===== src/rtl/acc_alu_pkg.sv =====
package acc_alu_pkg;

  typedef enum logic [4:0] {
    OP_NOP  = 5'd0,  OP_LDA  = 5'd1,  OP_LDB  = 5'd2,  OP_ADD  = 5'd3,
    OP_ADDC = 5'd4,  OP_SUBB = 5'd5,  OP_INC  = 5'd6,  OP_DEC  = 5'd7,
    OP_MUL  = 5'd8,  OP_DIV  = 5'd9,  OP_DA   = 5'd10, OP_ANL  = 5'd11,
    OP_ORL  = 5'd12, OP_XRL  = 5'd13, OP_CPL  = 5'd14, OP_CLR  = 5'd15,
    OP_RL   = 5'd16, OP_RLC  = 5'd17, OP_RR   = 5'd18, OP_RRC  = 5'd19,
    OP_SWAP = 5'd20, OP_SETC = 5'd21, OP_CLRC = 5'd22
  } op_e;

  typedef struct packed {
    logic cy;
    logic ac;
    logic ov;
  } flags_t;

endpackage


===== src/rtl/acc_alu_arith.sv =====
module acc_alu_arith
  import acc_alu_pkg::*;
#(
  parameter int unsigned DATA_W = 8
) (
  input  op_e               op_i,
  input  logic [DATA_W-1:0] a_i,
  input  logic [DATA_W-1:0] opnd_i,
  input  flags_t            flg_i,
  output logic [DATA_W-1:0] res_o,
  output flags_t            flg_o
);

  localparam int unsigned NIB_W = DATA_W / 2;
  localparam int unsigned HI_W  = DATA_W - NIB_W;

  logic              cin;
  logic [DATA_W:0]   sum, diff;
  logic [NIB_W:0]    sum_lo, diff_lo;
  logic [DATA_W-1:0] sum_b6;
  logic [DATA_W:0]   da_s1, da_s2;
  logic              da_lo_fix, da_hi_fix;

  always_comb begin
    cin     = (op_i == OP_ADDC || op_i == OP_SUBB) ? flg_i.cy : 1'b0;
    sum     = {1'b0, a_i} + {1'b0, opnd_i} + {{DATA_W{1'b0}}, cin};
    diff    = {1'b0, a_i} - {1'b0, opnd_i} - {{DATA_W{1'b0}}, cin};
    sum_lo  = {1'b0, a_i[NIB_W-1:0]} + {1'b0, opnd_i[NIB_W-1:0]} + {{NIB_W{1'b0}}, cin};
    diff_lo = {1'b0, a_i[NIB_W-1:0]} - {1'b0, opnd_i[NIB_W-1:0]} - {{NIB_W{1'b0}}, cin};
    // carry out of the bit below the msb
    sum_b6  = {1'b0, a_i[DATA_W-2:0]} + {1'b0, opnd_i[DATA_W-2:0]} + {{(DATA_W-1){1'b0}}, cin};

    // decimal adjust: low nibble first, high nibble sees its result
    da_lo_fix = (a_i[NIB_W-1:0] > NIB_W'(9)) || flg_i.ac;
    da_s1     = {1'b0, a_i} + (da_lo_fix ? (DATA_W+1)'(6) : '0);
    da_hi_fix = (da_s1[DATA_W-1:NIB_W] > HI_W'(9)) || flg_i.cy || da_s1[DATA_W];
    da_s2     = {1'b0, da_s1[DATA_W-1:0]} + (da_hi_fix ? ((DATA_W+1)'(6) << NIB_W) : '0);

    res_o = a_i;
    flg_o = flg_i;
    unique case (op_i)
      OP_ADD, OP_ADDC: begin
        res_o    = sum[DATA_W-1:0];
        flg_o.cy = sum[DATA_W];
        flg_o.ac = sum_lo[NIB_W];
        flg_o.ov = sum[DATA_W] ^ sum_b6[DATA_W-1];
      end
      OP_SUBB: begin
        res_o    = diff[DATA_W-1:0];
        flg_o.cy = diff[DATA_W];
        flg_o.ac = diff_lo[NIB_W];
        flg_o.ov = (a_i[DATA_W-1] != opnd_i[DATA_W-1]) &&
                   (diff[DATA_W-1] != a_i[DATA_W-1]);
      end
      OP_INC: res_o = a_i + DATA_W'(1);
      OP_DEC: res_o = a_i - DATA_W'(1);
      OP_DA: begin
        res_o    = da_s2[DATA_W-1:0];
        flg_o.cy = da_hi_fix;
      end
      default: ;
    endcase
  end

endmodule


===== src/rtl/acc_alu_muldiv.sv =====
module acc_alu_muldiv
  import acc_alu_pkg::*;
#(
  parameter int unsigned DATA_W = 8
) (
  input  logic              is_div_i,
  input  logic [DATA_W-1:0] a_i,
  input  logic [DATA_W-1:0] b_i,
  input  flags_t            flg_i,
  output logic [DATA_W-1:0] res_a_o,
  output logic [DATA_W-1:0] res_b_o,
  output flags_t            flg_o
);

  logic [2*DATA_W-1:0] prod;
  logic [DATA_W:0]     rem;
  logic [DATA_W-1:0]   quo;
  logic                div_zero;

  assign prod     = {{DATA_W{1'b0}}, a_i} * {{DATA_W{1'b0}}, b_i};
  assign div_zero = (b_i == '0);

  // restoring division, one quotient bit per unrolled step
  always_comb begin
    rem = '0;
    quo = '0;
    for (int i = DATA_W - 1; i >= 0; i--) begin
      rem = {rem[DATA_W-1:0], a_i[i]};
      if (rem >= {1'b0, b_i}) begin
        rem    = rem - {1'b0, b_i};
        quo[i] = 1'b1;
      end
    end
  end

  always_comb begin
    flg_o    = flg_i;
    flg_o.cy = 1'b0;
    if (is_div_i) begin
      flg_o.ov = div_zero;
      res_a_o  = div_zero ? a_i : quo;
      res_b_o  = div_zero ? b_i : rem[DATA_W-1:0];
    end else begin
      flg_o.ov = (prod[2*DATA_W-1:DATA_W] != '0);
      res_a_o  = prod[DATA_W-1:0];
      res_b_o  = prod[2*DATA_W-1:DATA_W];
    end
  end

endmodule


===== src/rtl/acc_alu_logic.sv =====
module acc_alu_logic
  import acc_alu_pkg::*;
#(
  parameter int unsigned DATA_W = 8
) (
  input  op_e               op_i,
  input  logic [DATA_W-1:0] a_i,
  input  logic [DATA_W-1:0] opnd_i,
  input  flags_t            flg_i,
  output logic [DATA_W-1:0] res_o,
  output flags_t            flg_o
);

  localparam int unsigned NIB_W = DATA_W / 2;

  always_comb begin
    res_o = a_i;
    flg_o = flg_i;
    unique case (op_i)
      OP_ANL:  res_o = a_i & opnd_i;
      OP_ORL:  res_o = a_i | opnd_i;
      OP_XRL:  res_o = a_i ^ opnd_i;
      OP_CPL:  res_o = ~a_i;
      OP_CLR:  res_o = '0;
      OP_RL:   res_o = {a_i[DATA_W-2:0], a_i[DATA_W-1]};
      OP_RR:   res_o = {a_i[0], a_i[DATA_W-1:1]};
      OP_RLC: begin
        res_o    = {a_i[DATA_W-2:0], flg_i.cy};
        flg_o.cy = a_i[DATA_W-1];
      end
      OP_RRC: begin
        res_o    = {flg_i.cy, a_i[DATA_W-1:1]};
        flg_o.cy = a_i[0];
      end
      OP_SWAP: res_o = {a_i[NIB_W-1:0], a_i[DATA_W-1:NIB_W]};
      default: ;
    endcase
  end

endmodule


===== src/rtl/acc_alu.sv =====
module acc_alu
  import acc_alu_pkg::*;
#(
  parameter int unsigned DATA_W = 8,
  parameter int unsigned OP_W   = 5
) (
  input  logic              clk_i,
  input  logic              rst_ni,
  input  logic              op_valid_i,
  input  logic [OP_W-1:0]   op_i,
  input  logic [DATA_W-1:0] opnd_i,
  output logic [DATA_W-1:0] a_o,
  output logic [DATA_W-1:0] b_o,
  output logic              cy_o,
  output logic              ac_o,
  output logic              ov_o
);

  op_e               op;
  logic [DATA_W-1:0] a_q, b_q, a_d, b_d;
  flags_t            flg_q, flg_d;

  logic [DATA_W-1:0] ar_res, lg_res, md_a, md_b;
  flags_t            ar_flg, lg_flg, md_flg;

  assign op = op_e'(op_i);

  acc_alu_arith #(.DATA_W(DATA_W)) u_arith (
    .op_i(op), .a_i(a_q), .opnd_i(opnd_i), .flg_i(flg_q),
    .res_o(ar_res), .flg_o(ar_flg)
  );

  acc_alu_muldiv #(.DATA_W(DATA_W)) u_muldiv (
    .is_div_i(op == OP_DIV), .a_i(a_q), .b_i(b_q), .flg_i(flg_q),
    .res_a_o(md_a), .res_b_o(md_b), .flg_o(md_flg)
  );

  acc_alu_logic #(.DATA_W(DATA_W)) u_logic (
    .op_i(op), .a_i(a_q), .opnd_i(opnd_i), .flg_i(flg_q),
    .res_o(lg_res), .flg_o(lg_flg)
  );

  always_comb begin
    a_d   = a_q;
    b_d   = b_q;
    flg_d = flg_q;
    if (op_valid_i) begin
      unique case (op)
        OP_LDA:  a_d = opnd_i;
        OP_LDB:  b_d = opnd_i;
        OP_SETC: flg_d.cy = 1'b1;
        OP_CLRC: flg_d.cy = 1'b0;
        OP_ADD, OP_ADDC, OP_SUBB, OP_INC, OP_DEC, OP_DA: begin
          a_d   = ar_res;
          flg_d = ar_flg;
        end
        OP_MUL, OP_DIV: begin
          a_d   = md_a;
          b_d   = md_b;
          flg_d = md_flg;
        end
        OP_ANL, OP_ORL, OP_XRL, OP_CPL, OP_CLR,
        OP_RL, OP_RLC, OP_RR, OP_RRC, OP_SWAP: begin
          a_d   = lg_res;
          flg_d = lg_flg;
        end
        default: ;
      endcase
    end
  end

  always_ff @(posedge clk_i or negedge rst_ni) begin
    if (!rst_ni) begin
      a_q   <= '0;
      b_q   <= '0;
      flg_q <= '0;
    end else begin
      a_q   <= a_d;
      b_q   <= b_d;
      flg_q <= flg_d;
    end
  end

  assign a_o  = a_q;
  assign b_o  = b_q;
  assign cy_o = flg_q.cy;
  assign ac_o = flg_q.ac;
  assign ov_o = flg_q.ov;

  logic is_logic_op;
  assign is_logic_op = op inside {OP_ANL, OP_ORL, OP_XRL, OP_CPL, OP_CLR};

  AST_INCDEC_KEEPS_FLAGS: assert property (@(posedge clk_i) disable iff (!rst_ni)
    op_valid_i && (op == OP_INC || op == OP_DEC) |=> $stable({cy_o, ac_o, ov_o}));
  AST_MUL_PRODUCT: assert property (@(posedge clk_i) disable iff (!rst_ni)
    op_valid_i && op == OP_MUL |=>
      {b_o, a_o} == ({{DATA_W{1'b0}}, $past(a_o)} * {{DATA_W{1'b0}}, $past(b_o)}));
  AST_DIV_CLEARS_CY: assert property (@(posedge clk_i) disable iff (!rst_ni)
    op_valid_i && op == OP_DIV |=> !cy_o);
  AST_DIV_ZERO_OV: assert property (@(posedge clk_i) disable iff (!rst_ni)
    op_valid_i && op == OP_DIV && b_o == '0 |=> ov_o);
  AST_LOGIC_KEEPS_FLAGS: assert property (@(posedge clk_i) disable iff (!rst_ni)
    op_valid_i && is_logic_op |=> $stable({cy_o, ac_o, ov_o}));
  AST_IDLE_HOLDS: assert property (@(posedge clk_i) disable iff (!rst_ni)
    !op_valid_i |=> $stable({a_o, b_o, cy_o, ac_o, ov_o}));

endmodule


===== config.mk =====
export PLATFORM = sky130hd
export DESIGN_NAME = acc_alu
export DESIGN_NICKNAME = d
export VERILOG_FILES = /design/src/rtl/acc_alu_pkg.sv /design/src/rtl/acc_alu_arith.sv /design/src/rtl/acc_alu_muldiv.sv /design/src/rtl/acc_alu_logic.sv /design/src/rtl/acc_alu.sv
export SDC_FILE = /design/constraint.sdc
export NUM_CORES = 1
export LEC_CHECK = 0
export BUFFER_PORTS_ARGS = -buffer_cell sky130_fd_sc_hd__buf_4
export CAP_MARGIN = 20
export CORE_MARGIN = 4
export CORE_UTILIZATION = 49
export CTS_BUF_LIST = sky130_fd_sc_hd__clkbuf_2
export DETAILED_ROUTE_END_ITERATION = 6
export HOLD_SLACK_MARGIN = 0.03
export PLACE_DENSITY = 0.68
export SYNTH_ARGS = -nofsm -noshare
export SYNTH_HDL_FRONTEND = slang
export SYNTH_HIERARCHICAL = 1
export SYNTH_SLANG_ARGS = --single-unit
export TNS_END_PERCENT = 10

===== constraint.sdc =====
create_clock -name clk_i -period 24 [get_ports clk_i]
set_clock_uncertainty 0.05 [all_clocks]
set_input_delay 6 -clock clk_i [delete_from_list [all_inputs] [get_ports clk_i]]
set_output_delay 6 -clock clk_i [all_outputs]
set_load 0.005 [all_outputs]

* Yosys cells after proc, flatten, opt, wreduce, memory -nomap -nowiden
Index checks and enable logic that the tools add are counted.
Widths: inputs -> output; s select.
** Storage, ports and cells
- RAM bits :: 0
- Memories :: 0
- Input bits :: 16
- Bits in read-only memories :: 0
- Flip-flop bits (word level) :: 19
- Output and inout port bits :: 19
- Bits in latches :: 0
- Word-level logic and storage cells :: 129
** Operators by class
- Multiplexer cells :: 33
- Bitwise gates (word level) :: 6
- Shift-type cells :: 0
- $add $sub $neg :: 22
- Divide/modulo/power cells :: 0
- Equality and inequality tests :: 30
- Reduce and logical (&&, ||, !) cells :: 22
- Magnitude comparators :: 10
- Multipliers :: 1
** Operators by type and width (number)
- $mux 8 :: 12
- $pmux 8 s10 :: 1
- $ge 9x8->1 :: 7
- $sub 8x8->8 :: 7
- $eq 5x4->1 const B :: 8
- $pmux 8 s5 :: 1
- $eq 5x5->1 const B :: 7
- $pmux 8 s4 :: 1
- $eq 5x3->1 const B :: 4
- $mul 8x8->16 :: 1
- $pmux 8 s2 :: 1
- $ne 11x6->1 const B :: 1
- $eq 5x2->1 const B :: 2
- $mux 1 :: 10
- $reduce_or 10->1 :: 1
- $add 8x8->9 :: 1
- $add 8x9->9 :: 1
- $add 9x1->9 :: 1
- $sub 8x8->9 :: 1
- $sub 9x1->9 :: 1
- $add 7x7->8 :: 1
- $add 8x1->8 :: 1
- $add 8x1->8 const B :: 1
- $add 8x8->8 :: 1
- 38 further kinds :: 51

* Depth between registers and ports, before layout
Gate-level depths: netlist (run 1).
- Depth in word-level cells :: 19
- Gate-level depth with buffers :: 87
- Depth with buffers taken out :: 82

* Hierarchy
Netlist (run 1), hierarchy kept.
** By module, submodules not included
- acc_alu_muldiv :: times used 1, sequential area each 0.0 sq um, area an instance 5693.0 sq um, cells each 733
- acc_alu_arith :: times used 1, sequential area each 0.0 sq um, area an instance 1645.3 sq um, cells each 223
- acc_alu :: times used 1, sequential area each 475.5 sq um, area an instance 1564.0 sq um, cells each 163
- acc_alu_logic :: times used 1, sequential area each 0.0 sq um, area an instance 963.4 sq um, cells each 130

* Least setup slack after synthesis (run 1)
Ideal clock, no wire load.
- Kind :: register to register
- Start :: register b_q[1], in the netlist b_o[1]
- End :: register a_q[0], in the netlist a_o[0]
- Slack :: 7960 ps
- Data arrival time :: 15864 ps
- Setup time :: 127 ps
- Stages on the path, launching flop included :: 83
- Required time :: 23823 ps
- Clock period less this slack :: 16040 ps
- Buffers on the path :: 5
- Path through :: dfrtp_1 > inv_1 > ha_1 > o211ai_4 > nor2_1 > a21oi_1 > inv_1 > ha_1 > nand3b_1 > a21oi_1 > o31ai_1 > nand2_1 > mux2_2 > ha_1 > nand4_1 > o21ai_0 > nor2_1 > a32o_1 > [47 not listed] > ha_1 > nor2b_1 > o21ai_0 > a21boi_0 > o21ai_0 > nand2b_1 > a21o_1 > a21oi_1 > o21ai_0 > a21oi_1 > o211ai_2 > buf_4 > nor2_1 > o22ai_1 > nor2b_1 > nor3_1 > a2111oi_2 > o2bb2ai_1
** Between the ends
- Word-level cells in the longest chain between the ends :: 19
- Elaborated cells on any way between the ends :: 29
- Those cells by class :: 7 x add/sub; 8 x order compare; 1 x eq/ne; 11 x mux; 2 x reduce/logical
** RTL lines
- start, declared :: line acc_alu.sv:20 : logic [DATA_W-1:0] a_q, b_q, a_d, b_d;
- start signal, assigned :: line acc_alu.sv:75 : b_q <= '0;
- start signal, assigned :: line acc_alu.sv:79 : b_q <= b_d;
- $sub 1x8->8 / $ge 1x8->1 (equally long branches) :: line acc_alu_muldiv.sv:30, acc_alu_muldiv.sv:29
- $mux 8 :: line acc_alu_muldiv.sv:29 : if (rem >= {1'b0, b_i}) begin
- $sub 8x8->8 / $ge 9x8->1 (equally long branches) :: line acc_alu_muldiv.sv:30, acc_alu_muldiv.sv:29
- $mux 8 :: line acc_alu_muldiv.sv:29
- $sub 8x8->8 / $ge 9x8->1 (equally long branches) :: line acc_alu_muldiv.sv:30, acc_alu_muldiv.sv:29
- $mux 8 :: line acc_alu_muldiv.sv:29
- $sub 8x8->8 / $ge 9x8->1 (equally long branches) :: line acc_alu_muldiv.sv:30, acc_alu_muldiv.sv:29
- $mux 8 :: line acc_alu_muldiv.sv:29
- [4 not listed]
- $sub 8x8->8 / $ge 9x8->1 (equally long branches) :: line acc_alu_muldiv.sv:30, acc_alu_muldiv.sv:29
- $mux 8 :: line acc_alu_muldiv.sv:29
- $ge 9x8->1 * :: line acc_alu_muldiv.sv:29
- $mux 1 * :: line acc_alu_muldiv.sv:29
- $mux 8 * :: line acc_alu_muldiv.sv:41 : res_a_o = div_zero ? a_i : quo;
- $mux 8 * :: line acc_alu_muldiv.sv:39 : if (is_div_i) begin
- net md_a[0] :: line acc_alu.sv:23 : logic [DATA_W-1:0] ar_res, lg_res, md_a, md_b;
- $pmux 8 s4 * :: line acc_alu.sv:48 : unique case (op)
- end signal, assigned :: line acc_alu.sv:74 : a_q <= '0;
- end signal, assigned :: line acc_alu.sv:78 : a_q <= a_d;
- end, declared :: line acc_alu.sv:20
Mark *: on every way through the listed nets, which the timed path passes. The rest lies on a longest branch. The select of a mux whose other input is x is not followed.
A chain may end at the register's enable or synchronous reset.

* Worst setup path after layout (run 1)
Same ends and word-level chain as after synthesis.

==> results of run 1 <==
-- tightest hold or removal path, cell delays in order (launching register included) --
cell	delay (ps)
dfrtp_1	480
a21oi_1	140
a31oi_1	60
-- synth_stat cells, types with 7 or more instances --
cell type	instances	area [µm²]
nand2b_1	23	143.9
mux2i_1	26	260.3
and2_1	10	62.56
a21o_1	11	82.58
o211ai_1	11	82.58
nor2_1	101	379.1
dfrtp_1	19	475.5
a22oi_1	7	52.55
o21a_1	13	97.59
inv_1	145	544.3
o21ai_1	22	110.1
nand4_1	14	87.58
o22ai_1	15	93.84
o2bb2ai_1	12	105.1
nand2_1	95	356.6
a311oi_1	10	87.58
buf_2	15	75.07
a2111oi_2	8	120.1
nor3_1	21	105.1
a21oi_1	62	310.3
mux2_2	17	191.4
xnor2_1	44	385.4
nor3b_1	7	52.55
xor2_1	19	166.4
a221oi_1	7	61.31
clkbuf_1	7	26.28
o21ai_0	56	280.3
nor2b_1	34	212.7
fa_1	50	1001
buf_6	7	78.83
ha_1	148	1852
buf_4	17	127.6
nand3_1	24	120.1
a31oi_1	13	81.33
-- worst min-delay path by stage --
stage                   to  slack, ps
floorplan           b_o[6]        440
global placement      ov_o        590
detailed placement    ov_o        570
CTS                   ov_o        600
global route          ov_o        650
finish                ov_o        630
-- routing by layer --
| metal | wire (µm) | track usage, % | vias to the layer above |
|---|---|---|---|
| li1 | - | - | 4509 |
| met1 | 13390 | 37.19 | 4497 |
| met2 | 13550 | 42.46 | 359 |
| met3 | 1752 | 2.302 | 35 |
| met4 | 442 | 4.712 | 0 |
| met5 | 0 | 0 | - |
-- registers in the layout, summed over array words and instances (netlist names) --
signal,count
a_o,8
b_o,8
ov_o,1
ac_o,1
cy_o,1
-- area by class of cell --
cell class | count | share of cell area, %
multi-input combinational | 1037 | 83.27
inverter | 146 | 5.352
sequential | 19 | 4.643
clock buffer | 4 | 0.1955
tap | 265 | 3.238
timing repair buffer | 45 | 3.299
-- through the flow --
| step | worst slack, ps | cell area (µm²) | hold slack, ps | util, % | cells |
|---|---|---|---|---|---|
| floorplan | 7960 | 9866 | 442.9 | - | 1249 |
| global placement | 5940 | 10220 | 585.1 | 52.00 | 1512 |
| detailed placement | 5290 | 10220 | 571.8 | 52.00 | 1512 |
| CTS | 5209 | 10240 | 603.7 | 52.10 | 1516 |
| global route | 3384 | 10240 | 645.1 | 52.10 | 1516 |
| finish | 4986 | 10240 | 629.5 | 52.10 | 1516 |
-- cells by family (layout without fill, tap and decap cells) --
logic type               after synthesis  after routing  share of synthesized area [%]
AND/OR/NAND/NOR                      380            380                          19.78
buffers and inverters                193            195                          8.751
AO/OA/AOI/OAI                        346            346                          26.53
multiplexers                          49             49                          5.567
other                                  1              1                        0.03801
adder cells (fa/ha/maj)              198            198                          28.92
flip-flops                            19             19                          4.819
XOR/XNOR                              63             63                          5.593
==> impl_metrics.ini, run 1 <==
[status]
status = completed

[clocking]
ctsHtreeMaxLevel = 1
clk_path_buf_depth = 2
cts-root-buf = clkbuf_2
cts_setup_buffers = 0
postCtsHoldBufs = 0
cts_made_buffers = 3
cts_resized = 0
cts_sinks = 19
clk_pin_slew_ps = 230
clk_latency_ps = 350
cts_tree = built

[global_route]
grt_pass1_vias = 8951
grt_overflow = 0
antenna_found_initial = 0
grt_max_degree = 42
grt_pass1_wl_mm = 47.38
grt_usage_pct = 25.81

[cells_and_area]
ff_latch_area_um2 = 475.5
area_delta_synth_final_pct = 3.792
multi_input_area_mm2 = 0.008527
mostFrequentLayoutCell = ha_1
fillers = 1954
most-common-layout-cells = ha_1 (148), inv_1 (145), nor2_1 (101)
n_antenna_cell = 0
final_nets = 1466
drive_gt1_share_pct = 9.193

[die]
die_h_um = 149.9
die_area_mm2 = 0.02247
coreArea_mm2 = 0.01965
rows = 51
start_util_pct = 50.20
io_pins = 35
die_w_um = 149.9

[setup_path]
path_depth = 79
cp_slowest_cell = dfrtp_1
worst-r2r-cell-count = 79
crit-reg2reg-launch = b_o[1]
startpoint = b_o[1]
crit_type = reg2reg
critPathLaunchType = flip-flop
cpPeakStageDelay_ps = 910
cp_max_fo = 15
path_buf_inv = 6
endpoint = a_o[0]
arrival_ps = 19210
worstReg2RegEnd = a_o[0]
endpoint_kind = flip-flop
cpMostUsedCell = o21ai_0
critical-path-top-delay-family = compound AO/OA/AOI/OAI gates
rrSetupSlack_ps = 4990
required_ps = 24200

[drt]
first_pass_iters = 5
wl_mm = 29.14
drcViolationCount = 0
routed_via_density = 6.201
drtIter0Drc = 766
wl_per_cell_um = 19.22
final_antenna_net_count = 0
vias = 9400

[timing]
finalMaxSlewViolations = 0
fin_crit_sh_pct = 79.22
period_needed_ps = 19010
setup_viol = 0
fin_setup_tns_ps = 0
clock.fmax_mhz = 52.59
hold_viol = 0
rsz0062_at_grt = false
relSlewSlack_pct = 32.29
worst_slew_pin_slew_ps = 1016

[synth]
ys_types = 107
syn_inst = 1249
seq_area_frac_synth_pct = 4.819
synth.avg_cell_area_um2 = 7.899
synthFlopType = dfrtp_1
syn-num-nets = 1463
ys_ff_latch = 19
syn-cell-area_mm2 = 0.009866
synth_warnings = 6
synth_edf_count = 0
async_flop_share_pct = 100.0

[job]
maxCapViolCount = 0

[place]
place.port_buffers = 34
finalWeightedCongestion = 0.9288
dp_hpwl_mm = 22.00

[hold_path]
hold_start = ov_o
min_path_type = reg2reg
hold_depth = 2
Power of run 1 is left out: the tool's default activity adds up to more than one toggle a clock period on the data nets, which glitch-free logic cannot reach.
==> run 2, diff against run 1 <==
--- a/config.mk
+++ b/config.mk
@@ -12,7 +12,7 @@
 export CTS_BUF_LIST = sky130_fd_sc_hd__clkbuf_2
 export DETAILED_ROUTE_END_ITERATION = 6
 export HOLD_SLACK_MARGIN = 0.03
-export PLACE_DENSITY = 0.68
+export PLACE_DENSITY = 0.71
 export SYNTH_ARGS = -nofsm -noshare
 export SYNTH_HDL_FRONTEND = slang
 export SYNTH_HIERARCHICAL = 1
==> constraint.sdc (replaced) <==
create_clock -name clk_i -period 17.1 [get_ports clk_i]
set_clock_uncertainty 0.05 [all_clocks]
set_input_delay 4.275 -clock clk_i [delete_from_list [all_inputs] [get_ports clk_i]]
set_output_delay 4.275 -clock clk_i [all_outputs]
set_load 0.005 [all_outputs]
==> impl_metrics.ini, run 2 (synthesized netlist as in run 1, its figures left out) <==
[status]
status = completed

[hold_path]
hold_end = ov_o
min_path_type = reg2reg
hold_depth = 2
hold_start = ov_o

[job]
maxCapViolCount = 0

[drt]
drtIter0Drc = 951
drcViolationCount = 0
wl_per_cell_um = 18.92
vias = 9469
routed_via_density = 6.129
final_antenna_net_count = 0
first_pass_iters = 5
wl_mm = 29.23

[clocking]
cts-root-buf = clkbuf_2
clk_path_buf_depth = 2
cts_tree = built
postCtsHoldBufs = 0
cts_made_buffers = 3
clk_latency_ps = 330
clk_pin_slew_ps = 190
cts_sinks = 19
ctsHtreeMaxLevel = 1

[timing]
period_needed_ps = 16170
clock.fmax_mhz = 61.86
finalMaxSlewViolations = 0
worst_slew_pin_slew_ps = 918.8
relSlewSlack_pct = 38.74
setup_viol = 0
fin_crit_sh_pct = 94.54
finalWorstSetupSlack_ps = 933.8
hold_viol = 0

[setup_path]
arrival_ps = 16320
critPathLaunchType = flip-flop
crit_type = reg2reg
cp_slowest_cell = dfrtp_1
endpoint_kind = flip-flop
worst-r2r-cell-count = 79
cp_max_fo = 12
cpPeakStageDelay_ps = 430
required_ps = 17250
rrSetupSlack_ps = 930
crit-reg2reg-launch = a_o[7]
worstReg2RegEnd = b_o[3]
cpMostUsedCell = ha_1

[die]
start_util_pct = 50.20
io_pins = 35
rows = 51
coreArea_mm2 = 0.01965
die_area_mm2 = 0.02247
die_w_um = 149.9
die_h_um = 149.9

[global_route]
grt_usage_pct = 25.55
grt_overflow = 0
grt_max_degree = 42
antenna_found_initial = 0
grt_pass1_wl_mm = 46.86
grt_pass1_vias = 8985

[cells_and_area]
final_nets = 1494
fillers = 1929
most-common-layout-cells = ha_1 (148), inv_1 (144), nor2_1 (101)
area_delta_synth_final_pct = 6.836
final_util_pct = 53.63
mostFrequentLayoutCell = ha_1
drive_gt1_share_pct = 12.43

[place]
place.port_buffers = 34
dp_hpwl_mm = 22.02
dp_slack_ps = -136.6
finalWeightedCongestion = 0.9921
==> run 2: timing repair <==
action	in CTS	in global routing
gates cloned	0	0
pin swaps	0	4
endpoints found under the setup margin	9	9
buffers inserted	0	14
gates resized for setup	3	21
==> run 2: worst max-delay path: cells and delay by family (launching register included) <==
| kind | cells | cell delay, ps |
|---|---|---|
| AO/OA/AOI/OAI | 36 | 7040 |
| AND/OR/NAND/NOR | 17 | 2530 |
| adder cells (fa/ha/maj) | 9 | 2470 |
| multiplexers | 7 | 2210 |
| buffers and inverters | 10 | 1280 |
| flip-flops | 1 | 430 |
==> run 2: through the flow <==
stage	setup TNS, ps	hold WS, ps	std cells	cell area (µm²)
2_1_floorplan	0	442.9	1249	9866
3_3_place_gp	0	590.0	1526	10320
3_5_place_dp	-590.0	581.2	1526	10320
4_1_cts	0	615.5	1530	10350
5_1_grt	-194.4	660.0	1544	10540
6_report	0	615.9	1545	10540
==> run 2: layer usage <==
layer	up-vias	track usage, %	share of wire [%]	wire (µm)
met5	-	0	0	0
met4	0	5.581	2.4	705
met3	57	3.422	7.1	2084
met2	387	40.03	44	12840
met1	4459	37.40	47	13600
li1	4566	-	-	-
==> run 2: final cells by class <==
cell class / instances / area [µm²] / share of cell area, %
clock buffer: 4 / 20.02 / 0.1899
multi-input combinational: 1037 / 8615 / 81.73
inverter: 146 / 548.0 / 5.199
sequential: 19 / 475.5 / 4.511
antenna: 1 / 2.502 / 0.02374
timing repair buffer: 73 / 548.0 / 5.199
tap: 265 / 331.6 / 3.146
==> run 2: worst max path at each step <==
| stage | endpoint | slack (ps) | startpoint |
|---|---|---|---|
| floorplan | a_o[0] | 1060 | b_o[1] |
| global placement | b_o[2] | 350 | a_o[7] |
| detailed placement | a_o[0] | -140 | a_o[7] |
| CTS | a_o[0] | 10 | a_o[7] |
| global route | a_o[0] | -70 | a_o[7] |
| finish | b_o[3] | 930 | a_o[7] |
Power of run 2 is left out for the same reason.
==> run 3, diff against run 2 <==
--- a/config.mk
+++ b/config.mk
@@ -12,7 +12,7 @@
 export CTS_BUF_LIST = sky130_fd_sc_hd__clkbuf_2
 export DETAILED_ROUTE_END_ITERATION = 6
 export HOLD_SLACK_MARGIN = 0.03
-export PLACE_DENSITY = 0.71
+export PLACE_DENSITY = 0.67
 export SYNTH_ARGS = -nofsm -noshare
 export SYNTH_HDL_FRONTEND = slang
 export SYNTH_HIERARCHICAL = 1
==> impl_metrics.ini, run 3 (synthesized netlist as in run 1, its figures left out) <==
[hold_path]
hold_start = ov_o
hold_end = ov_o
min_path_type = reg2reg
hold_depth = 2

[timing]
setup_viol = 0
clock.fmax_mhz = 62.05
period_needed_ps = 16120
whs_ps = 596.1
worst_slew_pin_slew_ps = 1010
fin_crit_sh_pct = 94.24
finalWorstSetupSlack_ps = 984.5
relSlewSlack_pct = 32.66
hold_viol = 0
finalMaxSlewViolations = 0

[drt]
vias = 9587
routed_via_density = 6.221
final_antenna_net_count = 0
wl_per_cell_um = 19.35
drcViolationCount = 0
first_pass_iters = 5
drtIter0Drc = 930
wl_mm = 29.82

[die]
die_area_mm2 = 0.02247
start_util_pct = 50.20
die_h_um = 149.9
coreArea_mm2 = 0.01965
io_pins = 35
rows = 51
die_w_um = 149.9

[cells_and_area]
fillers = 1908
instances_no_fill = 1541
mostFrequentLayoutCell = ha_1
area_delta_synth_final_pct = 6.658
final_util_pct = 53.54
final_nets = 1491
most-common-layout-cells = ha_1 (148), inv_1 (145), nor2_1 (101)
n_antenna_cell = 0
drive_gt1_share_pct = 12.07

[setup_path]
critPathLaunchType = flip-flop
cp_max_fo = 10
worstReg2RegEnd = b_o[7]
critical-path-top-delay-family = compound AO/OA/AOI/OAI gates
cp_slowest_cell = dfrtp_1
required_ps = 17320
crit_type = reg2reg
crit-reg2reg-launch = b_o[7]
rrSetupSlack_ps = 980
worst-r2r-cell-count = 77
cpPeakStageDelay_ps = 600
path_buf_inv = 8
arrival_ps = 16330
endpoint_kind = flip-flop

[place]
finalWeightedCongestion = 0.9424
place.port_buffers = 34
dp.cells = 1522
dp_hpwl_mm = 22.55
dp_slack_ps = -199.3

[global_route]
grt_max_degree = 42
antenna_found_initial = 0
grt_pass1_vias = 8913
grt_overflow = 0
grt_usage_pct = 26.06
grt_pass1_wl_mm = 47.69

[clocking]
cts_tree = built
cts_made_buffers = 3
clk_path_buf_depth = 2
cts-root-buf = clkbuf_2
cts_sinks = 19
clk_pin_slew_ps = 200
postCtsHoldBufs = 0
clk_latency_ps = 320
ctsHtreeMaxLevel = 1

[job]
maxCapViolCount = 0

[status]
status = completed
-- run 3: worst max-delay path by stage --
stage          startpoint  endpoint  slack (ps)  depth (start not counted)
2_1_floorplan      b_o[1]    a_o[0]        1060                         82
3_3_place_gp       a_o[7]    a_o[0]         280                         79
3_5_place_dp       a_o[7]    a_o[0]        -200                         79
4_1_cts            a_o[7]    a_o[0]           4                         79
5_1_grt            a_o[7]    a_o[0]        -140                         80
6_report           b_o[7]    b_o[7]         980                         77
-- run 3: final cells by class --
class | count | area, µm² | share of cell area, %
clock buffers | 3 | 15.01 | 0.1427
clock inverters | 1 | 5.005 | 0.04756
inverters | 146 | 548.0 | 5.208
multi-input cells | 1037 | 8606 | 81.78
flip-flops and latches | 19 | 475.5 | 4.518
well taps | 265 | 331.6 | 3.151
repair buffers | 70 | 541.8 | 5.149
-- run 3: routing by layer --
layer	vias up	global-route usage [%]	part of all wire, %
met2	427	41.14	45
met3	54	3.059	7.5
met4	0	4.849	2.0
met1	4548	38.48	46
met5	-	0	0
li1	4558	-	-
-- run 3: worst reg2reg max path, delay by kind of cell (launching register included) --
kind	cells	cell delay [ps]
AND/OR/NAND/NOR	20	3290
adder cells (fa/ha/maj)	7	2160
multiplexers	6	1740
AO/OA/AOI/OAI	36	7150
flip-flops	1	600
buffers and inverters	8	1060
-- run 3: per-stage QoR --
stage	TNS, ps	instance area, µm²
CTS	0	10320
detailed placement	-906.9	10290
global route	-635.8	10520
global placement	0	10290
finish	0	10520
floorplan	0	9866
-- run 3: timing repair --
| item | CTS | global route |
|---|---|---|
| setup endpoints to repair | 9 | 9 |
| cloned | 0 | 0 |
| gates resized for setup | 1 | 23 |
| setup buffers | 1 | 14 |
| pin swaps | 0 | 7 |
Power of run 3 is left out for the same reason.
